$ cat src/rtl/rdf_pkg.sv
`timescale 1ns/1ps
package rdf_pkg;

   localparam int RDF_WORD_W = 12;

   // Decoded meaning of one captured rising/falling pair
   typedef enum logic [1:0] {
      PK_NONE   = 2'd0,
      PK_SINGLE = 2'd1,
      PK_CH0    = 2'd2,
      PK_CH1    = 2'd3
   } pair_kind_e;

   function automatic pair_kind_e rdf_classify(
      input logic rise_hi,
      input logic fall_hi,
      input logic dual,
      input logic aligned,
      input logic ch0_pend
   );
      pair_kind_e k;
      k = PK_NONE;
      if (!dual) begin
         if (rise_hi && !fall_hi && aligned) k = PK_SINGLE;
      end else if (rise_hi && fall_hi && aligned) begin
         k = PK_CH0;
      end else if (!rise_hi && !fall_hi && ch0_pend) begin
         k = PK_CH1;
      end
      return k;
   endfunction

endpackage

$ cat src/rtl/rdf_rst_sync.sv
`timescale 1ns/1ps
module rdf_rst_sync #(
   parameter int STAGES = 2
) (
   input  logic clk,
   input  logic arst,
   output logic rst_out
);

   if (STAGES < 2) begin : g_bad_stages
      $error("rdf_rst_sync: STAGES must be at least 2");
   end

   logic [STAGES-1:0] chain;

   always_ff @(posedge clk or posedge arst) begin
      if (arst) chain <= '1;
      else      chain <= {chain[STAGES-2:0], 1'b0};
   end

   assign rst_out = chain[STAGES-1];

endmodule

$ cat src/rtl/rdf_ddr_capture.sv
`timescale 1ns/1ps
module rdf_ddr_capture #(
   parameter int W = 12
) (
   input  logic         clk,
   input  logic         rst,
   input  logic         frame,
   input  logic [W-1:0] data,
   output logic [W-1:0] rise_word,
   output logic         rise_frm,
   output logic [W-1:0] fall_word,
   output logic         fall_frm
);

   if (W < 1) begin : g_bad_width
      $error("rdf_ddr_capture: W must be positive");
   end

   // Rising half: I sample
   always_ff @(posedge clk or posedge rst) begin
      if (rst) begin
         rise_word <= '0;
         rise_frm  <= 1'b0;
      end else begin
         rise_word <= data;
         rise_frm  <= frame;
      end
   end

   // Falling half: Q sample; frame resets high so no false edge is seen
   always_ff @(negedge clk or posedge rst) begin
      if (rst) begin
         fall_word <= '0;
         fall_frm  <= 1'b1;
      end else begin
         fall_word <= data;
         fall_frm  <= frame;
      end
   end

endmodule

$ cat src/rtl/rdf_deframer.sv
`timescale 1ns/1ps
module rdf_deframer
   import rdf_pkg::*;
#(
   parameter int W = 12
) (
   input  logic         clk,
   input  logic         rst,
   input  logic         dual,
   input  logic [W-1:0] rise_word,
   input  logic         rise_frm,
   input  logic [W-1:0] fall_word,
   input  logic         fall_frm,
   output logic [W-1:0] o0_i,
   output logic [W-1:0] o0_q,
   output logic [W-1:0] o1_i,
   output logic [W-1:0] o1_q,
   output logic         stb
);

   logic       prev_fall;
   logic       locked;
   logic       ch0_pend;
   logic       step_up;
   pair_kind_e kind;

   always_comb begin
      step_up = !prev_fall && rise_frm;
      kind    = rdf_classify(rise_frm, fall_frm, dual, locked || step_up, ch0_pend);
   end

   always_ff @(posedge clk or posedge rst) begin
      if (rst) begin
         prev_fall <= 1'b1;
         locked    <= 1'b0;
         ch0_pend  <= 1'b0;
         stb       <= 1'b0;
         o0_i      <= '0;
         o0_q      <= '0;
         o1_i      <= '0;
         o1_q      <= '0;
      end else begin
         prev_fall <= fall_frm;
         if (step_up) locked <= 1'b1;
         stb      <= 1'b0;
         ch0_pend <= 1'b0;
         case (kind)
            PK_SINGLE: begin
               o0_i <= rise_word;
               o0_q <= fall_word;
               o1_i <= rise_word;
               o1_q <= fall_word;
               stb  <= 1'b1;
            end
            PK_CH0: begin
               o0_i     <= rise_word;
               o0_q     <= fall_word;
               ch0_pend <= 1'b1;
            end
            PK_CH1: begin
               o1_i <= rise_word;
               o1_q <= fall_word;
               stb  <= 1'b1;
            end
            default: ;
         endcase
      end
   end

endmodule

$ cat src/rtl/ddr_iq_rx_deframer.sv
`timescale 1ns/1ps
module ddr_iq_rx_deframer #(
   parameter int DATA_W      = rdf_pkg::RDF_WORD_W,
   parameter int SYNC_STAGES = 2
) (
   input  logic              areset_in,
   input  logic              dual_mode,
   input  logic              ddr_clk,
   input  logic              ddr_frame,
   input  logic [DATA_W-1:0] ddr_data,
   output logic              rst_sync_out,
   output logic [DATA_W-1:0] rx0_i,
   output logic [DATA_W-1:0] rx0_q,
   output logic [DATA_W-1:0] rx1_i,
   output logic [DATA_W-1:0] rx1_q,
   output logic              sample_stb
);

   if (DATA_W < 2) begin : g_bad_data_w
      $error("ddr_iq_rx_deframer: DATA_W must be at least 2");
   end

   logic [DATA_W-1:0] rise_word;
   logic [DATA_W-1:0] fall_word;
   logic              rise_frm;
   logic              fall_frm;

   rdf_rst_sync #(.STAGES(SYNC_STAGES)) u_rst (
      .clk     (ddr_clk),
      .arst    (areset_in),
      .rst_out (rst_sync_out)
   );

   rdf_ddr_capture #(.W(DATA_W)) u_cap (
      .clk       (ddr_clk),
      .rst       (rst_sync_out),
      .frame     (ddr_frame),
      .data      (ddr_data),
      .rise_word (rise_word),
      .rise_frm  (rise_frm),
      .fall_word (fall_word),
      .fall_frm  (fall_frm)
   );

   rdf_deframer #(.W(DATA_W)) u_dfr (
      .clk       (ddr_clk),
      .rst       (rst_sync_out),
      .dual      (dual_mode),
      .rise_word (rise_word),
      .rise_frm  (rise_frm),
      .fall_word (fall_word),
      .fall_frm  (fall_frm),
      .o0_i      (rx0_i),
      .o0_q      (rx0_q),
      .o1_i      (rx1_i),
      .o1_q      (rx1_q),
      .stb       (sample_stb)
   );

endmodule

$ cat config.mk
export PLATFORM = sky130hd
export DESIGN_NAME = ddr_iq_rx_deframer
export DESIGN_NICKNAME = d
export VERILOG_FILES = /design/src/rtl/rdf_pkg.sv /design/src/rtl/rdf_rst_sync.sv /design/src/rtl/rdf_ddr_capture.sv /design/src/rtl/rdf_deframer.sv /design/src/rtl/ddr_iq_rx_deframer.sv
export SDC_FILE = /design/constraint.sdc
export NUM_CORES = 1
export LEC_CHECK = 0
export BUFFER_PORTS_ARGS = -buffer_cell sky130_fd_sc_hd__buf_4
export CAP_MARGIN = 0
export CORE_MARGIN = 1.5
export CORE_UTILIZATION = 40
export CTS_BUF_LIST = sky130_fd_sc_hd__clkbuf_8 sky130_fd_sc_hd__clkbuf_16
export CTS_CLUSTER_SIZE = 20
export DETAILED_ROUTE_END_ITERATION = 8
export GPL_TIMING_DRIVEN = 0
export PLACE_DENSITY = 0.63
export REMOVE_ABC_BUFFERS = 1
export SYNTH_ARGS = -nofsm -noshare
export SYNTH_HDL_FRONTEND = slang
export SYNTH_SLANG_ARGS = --single-unit
$ cat constraint.sdc
create_clock -name ddr_clk -period 6.5 [get_ports ddr_clk]
set_input_delay 0.975 -clock ddr_clk [delete_from_list [all_inputs] [get_ports ddr_clk]]
set_output_delay 0.975 -clock ddr_clk [all_outputs]
set_load 0.005 [all_outputs]
==> results.yml <==
status:
  status: "completed"
worst_setup_path:
  cp_slowest_cell: "dfstp_2"
  critical_path.cell_chain: "nand3b_1 -> a21boi_0 -> ha_2 -> o21ai_0"
  arrival_ns: 6.11
  end_kind: "flop"
  path_max_fanout: 48
  cp-start-kind: "flop"
  cp.required_ns: 6.69
  max_stage_delay_ns: 1.11
  worstSetupPathType: "reg -> reg"
yosys:
  synth_warnings: 0
  yosysSeqAreaShare_pct: 66.8
  synth_cell_type_count: 27
  ys_ff_latch: 80
  synth_area_per_cell_sq_um: 12.8
  netlist_instances: 234
  syn-cell-area_sq_um: 3010
job:
  drv_cap: 0
cells_and_area:
  regArea_sq_um: 2010
  syn2layout_area_growth_pct: 27.4
  final_common_cell: "buf_4"
  diodes: 0
  final_cell_mix: "buf_4 (65), dfrtp_1 (64), nand2_1 (48)"
  stdcell_area_sq_um: 3830
  fill_cells: 642
  nNetsFinal: 314
  drive_gt1_share_pct: 37.1
  multiInputGateArea_sq_um: 791
clock_network:
  clk_path_buf_depth: 2
  cts_htree_levels: 3
  cts.sinks: 80
  postCtsHoldBufs: 0
  insertion_delay_ns: 0.38
  ctsResizeCount: 0
  cts_tree: "yes"
  numCtsBuffers: 9
  post_cts_buffers: 0
  root_buffer: "clkbuf_8"
  clkTransAtPathRegs_ns: 0.09
timing:
  rsz0062_at_grt: "no"
  finClkSkew_ns: 0.0456
  slew_violations: 0
  tightest_slew_ns: 1.19
  tns_ns: 0
  hold_viol: 0
  finalSetupViolations: 0
  max-slew-margin-rel_pct: 20.2
pwr:
  pwr-share-seq_pct: 48.6
  ir_drop_mv: 0.153
  leakage_nw: 1.87
  swShare_pct: 25.1
  p_per_area_nw_per_um2: 332
  total_power_mw: 1.27
  pwr-share-comb_pct: 17.5
  power_switching_uw: 319
  clkPwrFrac_pct: 34.0
  p_int_uw: 953
placed_design:
  routabilityCongestion: 0.679
  dpl_cell_area_sq_um: 3570
  io_buffers: 65
  dp_hpwl_mm: 3.59
hold_path:
  hold_path.class: "reg -> async"
detailed_routing:
  ant_nets: 0
  vias: 1855
  drt_first_pass_iters: 4
  drt_iter0_markers: 65
  wl_per_cell_um: 14.4
  drc: 0
  wirelength_mm: 5.78
  vias_per_cell: 4.63
global_routing:
  grt_pass1_wl_mm: 9.09
  grt_usage_pct: 15.6
  grt_remaining_overflow: 0
  grt_start_max_net_pins: 49
  antenna_found_initial: 0
  grt_pass1_vias: 1799
floorplan:
  initial_core_util_pct: 41.4
  core-area_sq_um: 7250
  die_height_um: 89.7
  die_area_sq_um: 8040
  rows: 31
  die_x_um: 89.7
  ios: 66
per-stage QoR:
step	hold slack (ns)	cells	utilization, %	setup WS [ns]
finish	0.293	401	52.8	0.580
CTS	0.330	401	52.8	0.0943
global route	0.361	401	52.8	0.280
global placement	0.347	382	48.5	0.181
detailed placement	0.322	385	49.2	0.131
floorplan	0.345	218	-	0.872
power by group through the flow:
stage                     clock network, mW  registers, mW  logic [mW]
after floorplan                     0.00193          0.625      0.0895
final                                 0.432          0.618       0.222
after CTS                             0.446          0.619       0.228
after detailed placement            0.00193          0.627       0.227
after global routing                  0.463          0.627       0.250
after global placement              0.00193          0.626       0.219
worst paths after layout:
check / depth (start not counted) / to / slack [ns] / start
min reg2reg: 1 / u_dfr.o1_i[5] / 0.29 / u_rst.chain[1]
min in group ddr_clk: 0 / u_rst.chain[1] / 0.36 / u_rst.chain[0]
max: 4 / u_dfr.o0_q[2] / 0.58 / u_cap.fall_frm
max in group asynchronous: 2 / u_cap.fall_frm / 2.34 / u_rst.chain[1]
min: 1 / u_dfr.o1_i[5] / 0.29 / u_rst.chain[1]
max reg2reg: 4 / u_dfr.o0_q[2] / 0.58 / u_cap.fall_frm
synth_stat cells:
cell / number / area, sq um
nor2_1: 1 / 3.75
inv_2: 1 / 3.75
buf_6: 1 / 11.3
buf_4: 2 / 15.0
o32ai_1: 5 / 43.8
conb_1: 1 / 3.75
o211ai_1: 1 / 7.51
o31a_1: 1 / 8.76
nor2b_1: 1 / 6.26
buf_2: 4 / 20.0
nand3b_1: 2 / 15.0
a21boi_0: 1 / 7.51
o32ai_2: 17 / 277
nor4_4: 1 / 21.3
dfstp_2: 4 / 105
nand4bb_1: 1 / 11.3
dfrtn_1: 12 / 300
o32ai_4: 2 / 55.1
or2_2: 1 / 6.26
ha_1: 1 / 12.5
a21o_1: 1 / 7.51
clkbuf_1: 7 / 26.3
o21ai_0: 24 / 120
inv_1: 28 / 105
buf_8: 2 / 30.0
nand2_1: 48 / 180
dfrtp_1: 64 / 1600
layout make-up:
cell class	instances	share of cell area (%)
flip-flops and latches	80	52.4
multi-input cells	109	20.7
repair buffers	68	14.1
clock buffers	14	6.50
well taps	99	3.24
inverters	28	2.81
clock inverters	3	0.327
per-layer routing:
metal  global-route usage, %  vias up  share of wire [%]
li1                        -      901                  -
met1                    20.6      899                 47
met2                    23.5       44                 46
met3                    3.93       11                4.6
met4                    8.81        0                2.1
met5                       0        -                  0
registers in the layout, summed over array words and instances (netlist names):
register         cells
u_cap.rise_frm       1
u_cap.fall_word     12
u_rst.chain          2
u_dfr.stb            1
u_dfr.prev_fall      1
u_dfr.o1_q          12
u_dfr.o0_i          12
u_dfr.o0_q          12
u_dfr.o1_i          12
u_cap.fall_frm       1
u_cap.rise_word     12
u_dfr.ch0_pend       1
u_dfr.locked         1
critical path: cells and delay by family, from the launching register on:
kind                     cells  cell delay [ns]
flip-flops                   1             1.11
AND/OR/NAND/NOR              1             0.19
AO/OA/AOI/OAI                2             0.29
adder cells (fa/ha/maj)      1             0.85
logic make-up after synthesis:
logic type,after synthesis,synth area share (%)
adders and majority gates,1,0.416
buffers and inverters,45,7.04
DFF,80,66.8
other,1,0.125
AOI/OAI and AO/OA,52,17.5
and+or+nand+nor,55,8.12
No activity file was read; power rests on OpenSTA's default activity.
